--- src/rtl/fst_pkg.sv ---
package fst_pkg;
   typedef enum logic [1:0] {
      CMD_OTHER   = 2'd0,
      CMD_PROGRAM = 2'd1,
      CMD_ERASE   = 2'd2
   } cmd_kind_e;

   localparam int GLOBAL_BIT = 6;
   localparam int SECTOR_BIT = 2;
   localparam int N_TOGGLES  = 2;
endpackage

--- src/rtl/fst_read_event.sv ---
module fst_read_event #(
   parameter bit SYNC_MODE = 1'b0
) (
   input  logic clk,
   input  logic rst_n,
   input  logic ctl_n,
   output logic ev
);
   logic ctl_q;

   always_ff @(posedge clk or negedge rst_n) begin
      if (!rst_n) ctl_q <= 1'b1;
      else        ctl_q <= ctl_n;
   end

   generate
      if (SYNC_MODE) begin : g_sync
         // event on every clock while low, plus the clock that samples the rise
         assign ev = !ctl_n || !ctl_q;
      end else begin : g_async
         assign ev = ctl_q && !ctl_n;

         assert_one_shot_R10: assert property (@(posedge clk) disable iff (!rst_n)
            ev |=> !ev);
      end
   endgenerate
endmodule

--- src/rtl/fst_pseudo_timer.sv ---
module fst_pseudo_timer #(
   parameter int CNT_W = 16
) (
   input  logic             clk,
   input  logic             rst_n,
   input  logic             load,
   input  logic [CNT_W-1:0] load_val,
   output logic             active
);
   logic [CNT_W-1:0] cnt_q;

   always_ff @(posedge clk or negedge rst_n) begin
      if (!rst_n)           cnt_q <= '0;
      else if (load)        cnt_q <= load_val;
      else if (cnt_q != '0) cnt_q <= cnt_q - 1'b1;
   end

   assign active = (cnt_q != '0);

   assert_window_load_R7: assert property (@(posedge clk) disable iff (!rst_n)
      load |=> cnt_q == $past(load_val));
   assert_window_step_R6: assert property (@(posedge clk) disable iff (!rst_n)
      (active && !load) |=> cnt_q == $past(cnt_q) - 1'b1);
   assert_window_idle_R8: assert property (@(posedge clk) disable iff (!rst_n)
      (!active && !load) |=> !active);
endmodule

--- src/rtl/fst_toggle_cell.sv ---
module fst_toggle_cell (
   input  logic clk,
   input  logic rst_n,
   input  logic clr,
   input  logic flip,
   output logic q
);
   always_ff @(posedge clk or negedge rst_n) begin
      if (!rst_n)    q <= 1'b0;
      else if (clr)  q <= 1'b0;
      else if (flip) q <= ~q;
   end

   assert_clear_R9: assert property (@(posedge clk) disable iff (!rst_n)
      clr |=> !q);
   assert_invert_R1: assert property (@(posedge clk) disable iff (!rst_n)
      (flip && !clr) |=> q != $past(q));
   assert_hold_R3: assert property (@(posedge clk) disable iff (!rst_n)
      (!flip && !clr) |=> $stable(q));
endmodule

--- src/rtl/flash_toggle_status.sv ---
module flash_toggle_status
   import fst_pkg::*;
#(
   parameter int NUM_SECTORS = 8,
   parameter int DATA_W      = 8,
   parameter int CLK_MHZ     = 200,
   parameter int SHORT_US    = 1,
   parameter int LONG_US     = 100,
   parameter bit SYNC_MODE   = 1'b0,
   localparam int SEC_W      = $clog2(NUM_SECTORS)
) (
   input  logic                   clk,
   input  logic                   rst_n,
   input  logic                   eng_busy,
   input  logic                   erase_susp,
   input  logic [NUM_SECTORS-1:0] erase_sel,
   input  logic [NUM_SECTORS-1:0] prot_mask,
   input  logic                   cmd_acc,
   input  logic [1:0]             cmd_kind,
   input  logic [SEC_W-1:0]       cmd_sector,
   input  logic                   rd_ctl_n,
   input  logic [SEC_W-1:0]       rd_sector,
   input  logic [DATA_W-1:0]      array_data,
   output logic                   rd_valid,
   output logic [DATA_W-1:0]      rd_data
);
   localparam int SHORT_CYC = CLK_MHZ * SHORT_US;
   localparam int LONG_CYC  = CLK_MHZ * LONG_US;
   localparam int CNT_W     = $clog2(LONG_CYC + 1);
   localparam logic [DATA_W-1:0] STATUS_MASK =
      DATA_W'((1 << GLOBAL_BIT) | (1 << SECTOR_BIT));

   initial begin
      assert (NUM_SECTORS >= 2 && (1 << SEC_W) == NUM_SECTORS)
         else $error("NUM_SECTORS must be a power of two, at least 2");
      assert (DATA_W >= 8) else $error("DATA_W must hold bit 6");
      assert (SHORT_CYC >= 1 && LONG_CYC >= SHORT_CYC)
         else $error("window lengths inconsistent");
   end

   // ---------------- read event ----------------
   logic rd_ev;
   fst_read_event #(.SYNC_MODE(SYNC_MODE)) u_rev (
      .clk(clk), .rst_n(rst_n), .ctl_n(rd_ctl_n), .ev(rd_ev));

   // ---------------- protected-command window ----------------
   logic             cmd_prot_hit;
   logic             all_sel_prot;
   logic [CNT_W-1:0] win_len;
   logic             pseudo_busy;

   assign cmd_prot_hit = prot_mask[cmd_sector];
   assign all_sel_prot = (erase_sel != '0) && ((erase_sel & ~prot_mask) == '0);

   always_comb begin
      win_len = '0;
      if (cmd_kind == CMD_PROGRAM && cmd_prot_hit)   win_len = CNT_W'(SHORT_CYC);
      else if (cmd_kind == CMD_ERASE && all_sel_prot) win_len = CNT_W'(LONG_CYC);
   end

   fst_pseudo_timer #(.CNT_W(CNT_W)) u_win (
      .clk(clk), .rst_n(rst_n), .load(cmd_acc), .load_val(win_len),
      .active(pseudo_busy));

   // ---------------- toggle cells ----------------
   logic sel_hit;
   logic status_mode;
   logic [N_TOGGLES-1:0] tog_en;
   logic [N_TOGGLES-1:0] tog_q;

   assign sel_hit     = erase_sel[rd_sector];
   assign status_mode = eng_busy || pseudo_busy || (erase_susp && sel_hit);
   assign tog_en[0]   = eng_busy || pseudo_busy;                 // global bit
   assign tog_en[1]   = (eng_busy || erase_susp) && sel_hit;     // sector bit

   generate
      for (genvar i = 0; i < N_TOGGLES; i++) begin : g_tog
         fst_toggle_cell u_cell (
            .clk(clk), .rst_n(rst_n), .clr(cmd_acc),
            .flip(rd_ev && tog_en[i]), .q(tog_q[i]));
      end
   endgenerate

   // ---------------- output word ----------------
   logic [DATA_W-1:0] status_word;
   always_comb begin
      status_word             = '0;
      status_word[GLOBAL_BIT] = tog_q[0];
      status_word[SECTOR_BIT] = tog_q[1];
   end

   always_ff @(posedge clk or negedge rst_n) begin
      if (!rst_n) begin
         rd_valid <= 1'b0;
         rd_data  <= '0;
      end else begin
         rd_valid <= rd_ev;
         if (rd_ev) rd_data <= status_mode ? status_word : array_data;
      end
   end

   assert_array_pass_R2: assert property (@(posedge clk) disable iff (!rst_n)
      (rd_ev && !status_mode) |=> rd_data == $past(array_data));
   assert_zero_fill_R1: assert property (@(posedge clk) disable iff (!rst_n)
      (rd_ev && status_mode) |=> (rd_data & ~STATUS_MASK) == '0);
   assert_valid_pulse_R12: assert property (@(posedge clk) disable iff (!rst_n)
      !$past(rd_ev) |-> !rd_valid);
   assert_sector_hold_R5: assert property (@(posedge clk) disable iff (!rst_n)
      (rd_ev && !sel_hit && !cmd_acc) |=> $stable(tog_q[1]));
endmodule

--- config.mk ---
export PLATFORM = sky130hd
export DESIGN_NAME = flash_toggle_status
export DESIGN_NICKNAME = d
export VERILOG_FILES = /design/src/rtl/fst_pkg.sv /design/src/rtl/fst_read_event.sv /design/src/rtl/fst_pseudo_timer.sv /design/src/rtl/fst_toggle_cell.sv /design/src/rtl/flash_toggle_status.sv
export SDC_FILE = /design/constraint.sdc
export NUM_CORES = 1
export LEC_CHECK = 0
export ABC_AREA = 1
export BUFFER_PORTS_ARGS = -buffer_cell sky130_fd_sc_hd__buf_4
export CORE_MARGIN = 2
export CORE_UTILIZATION = 35
export DETAILED_ROUTE_END_ITERATION = 6
export PLACE_DENSITY_LB_ADDON = 0.1
export REMOVE_ABC_BUFFERS = 1
export SYNTH_ARGS = -nofsm -noshare
export SYNTH_HDL_FRONTEND = slang
export SYNTH_SLANG_ARGS = --single-unit
--- constraint.sdc ---
create_clock -name clk -period 1.4 [get_ports clk]
set_input_delay 0.28 -clock clk [delete_from_list [all_inputs] [get_ports clk]]
set_output_delay 0.28 -clock clk [all_outputs]
set_load 0.01 [all_outputs]
==> summary.txt <==
Run status
  • Status: complete, but fails checks
  • Failing checks: setup timing

Routing
  • Drt first pass iters: 4
  • DR WL/cell: 11.42 µm
  • Vias/cell: 4.827
  • Antenna viol nets, final: 0
  • First DRT Iteration DRCs: 101
  • Vias: 1733
  • Residual DRC count: 0
  • Final WL: 4098 µm

Yosys
  • Post-synthesis sequential area ratio: 42.23%
  • Syn. warnings: 0
  • Synth area leader: dfrtp_1
  • Post-synth EDFFs: 0
  • Post-synth ARST share: 100.0%
  • Syn Area/Cell: 6.879 µm²
  • Cells after Synth: 233
  • Synthesized flop and latch total: 27
  • Synth top area share: 40.59%
  • Post-Syn Area: 1603 µm²
  • Synth area leaders: dfrtp_1 (41%), nand2_1 (14%), inv_1 (9.8%)
  • Dominant synthesized flop cell: dfrtp_1
  • Synth cell types: 26

Floorplan
  • Site Rows: 24
  • Die width: 71.67 µm
  • Core Region: 4384 µm²
  • Io pins: 47
  • Die height: 71.67 µm
  • Initial Util: 36.56%
  • Full die area: 5137 µm²

STA
  • Crit path time final: 1565 ps
  • Hold Vio Cnt, Final: 0
  • Clock Skew: 10.10 ps
  • Max_slew headroom: 75.26%
  • Endpoints failing setup: 23
  • Setup TNS: -2494 ps
  • Highest clock rate: 639.2 MHz
  • RSZ-0062 raised after global routing: yes
  • Final worst slack: -164.5 ps
  • Fin crit share: 111.8%
  • Actual slew at the worst max-slew pin: 368.6 ps
  • Final Max Tran Viols: 0

Clocking
  • CTS tree: built
  • CTS Root Buffer Type: clkbuf_8
  • Clock slew at reported path FFs: 100 ps
  • H-Tree Depth: 1
  • Skew-Pair Late Insertion Delay: 280 ps
  • # clock sinks: 27
  • Clock buffer depth: 2
  • TritonCTS buffer count: 3

Place
  • DP Area: 2156 µm²
  • RD Place Congestion: 0.8068
  • Dpl hpwl: 3070 µm
  • Setup slack at placement: -240.1 ps
  • IO buf count: 46

Global routing
  • Largest net degree at the start of global routing: 28
  • Tot GR Track Use: 16.76%
  • Initial antenna violation count: 0
  • First-pass GRT wire length: 6906 µm
  • Overflow after GRT: 0
  • Vias in the first global route: 1660

Finish
  • Diodes inserted: 0
  • Nets@finish: 347
  • Share of cells above drive strength 1: 33.88%
  • Syn-to-layout area delta: 48.32%
  • Multi-input gate area: 859.6 µm²
  • Fill cells: 465
  • Design area: 2377 µm²
  • Storage cell area: 676.9 µm²

Worst setup path
  • Reg2reg setup slack: -160 ps
  • Crit path capture type: register
  • Arr. time, crit path: 1710 ps
  • Setup Crit Path Kind: reg -> reg
  • Worst-path maximum fanout: 5
  • CP Data Required Time: 1550 ps
  • Critical Path Source Type: register

Power
  • Maximum vdd drop: 0.0006724 V
  • P_leak: 1.261 nW
  • PwrDens: 1723 nW/µm²

Worst hold path
  • Hold Path Class: in -> reg

Flow run
  • Max Cap Viol: 0
cell usage after synthesis (3+ instances only):
cell and instances:
nor3_1 5, nor4_1 3, a21oi_1 11, dfrtp_1 26
nor2_1 25, xor2_1 3, nand4_1 3, o21ai_0 15
inv_1 42, nand2_1 60, o22ai_1 4, nand3_1 20
path summary, 6_finish.rpt:
path | startpoint | to | cells after the start
setup / recovery | u_win.cnt_q[0] | u_win.cnt_q[10] | 10
hold / removal | rd_ctl_n | u_rev.ctl_q | 1
setup reg to reg | u_win.cnt_q[0] | u_win.cnt_q[10] | 10
hold reg to reg | rd_data[7] | rd_data[7] | 2
max in group asynchronous | rst_n | u_rev.ctl_q | 2
min in group asynchronous | rst_n | rd_data[1] | 2
routing by layer:
layer | vias to the layer above | track usage, % | part of all wire (%)
met5 | - | 0 | 0
met4 | 0 | 5.031 | 0.98
met3 | 2 | 1.406 | 3.7
met2 | 46 | 29.32 | 49
met1 | 796 | 22.04 | 46
li1 | 889 | - | -
final cells by class:
cell class              count  area share (%)
clock buffers               3           1.737
clock inverters             1          0.3158
inverters                  43           6.789
multi-input cells         160           36.16
flip-flops and latches     27           28.47
well taps                  52           2.737
repair buffers             73           23.79
worst max-delay path, cell delays in order (launching register included):
cell and delay (ps):
dfrtp_1 380, inv_2 80, ha_4 140, nand3_4 80
nor2_4 100, nand4_1 110, buf_6 160, buf_6 130
nor2_4 90, buf_4 130, a21oi_1 40
cells by family (layout without fill, tap and decap cells):
group                    Yosys count  in the layout  synth area share, %
AO/OA/AOI/OAI                     35             35                11.94
XOR/XNOR                           5              5                2.733
adder cells (fa/ha/maj)            1              1               0.7805
buffers and inverters             46            120                11.01
flip-flops                        27             27                42.23
AND/OR/NAND/NOR                  119            119                31.30
sequential cells by signal, indices dropped and copies added, names as in the netlist:
register / cells
u_win.cnt_q: 15
rd_data: 8
g_tog.u_cell.q: 2
rd_valid: 1
u_rev.ctl_q: 1
where the power goes:
part           switching [mW]  internal (mW)
Sequential              0.138           1.01
Combinational            1.28           1.22
Clock                   0.258          0.202
placed cells by master (no fill, tap or decap), types with 4 or more instances in the layout:
cell and instances:
o21ai_0 10, nor2_4 5, nand2_2 4, nor3_1 5
nand3_1 19, a21oi_2 6, buf_4 68, inv_1 39
a21oi_1 5, inv_2 4, buf_6 4, nand2_1 56
o22ai_1 4, o21ai_1 6, nor2_1 18, dfrtp_1 26
metrics by stage:
stage	util [%]	std cells	power [mW]	hold WS [ps]
finish	54.22	359	4.096	107.4
global route	54.22	359	4.436	95.97
CTS	51.68	355	3.696	99.61
detailed placement	49.17	349	3.061	227.2
global placement	49.17	349	3.066	221.5
floorplan	-	230	2.209	-15.59
timing repair:
action / 4_1_cts / 5_1_grt
setup endpoints to repair: 24 / 24
gates cloned: 0 / 1
gates resized for setup: 17 / 24
hold buffers: 1 / 0
setup buffers: 1 / 3
hold endpoints to repair: 26 / 0
pin swaps: 5 / 6
No activity file was read; power rests on OpenSTA's default activity.
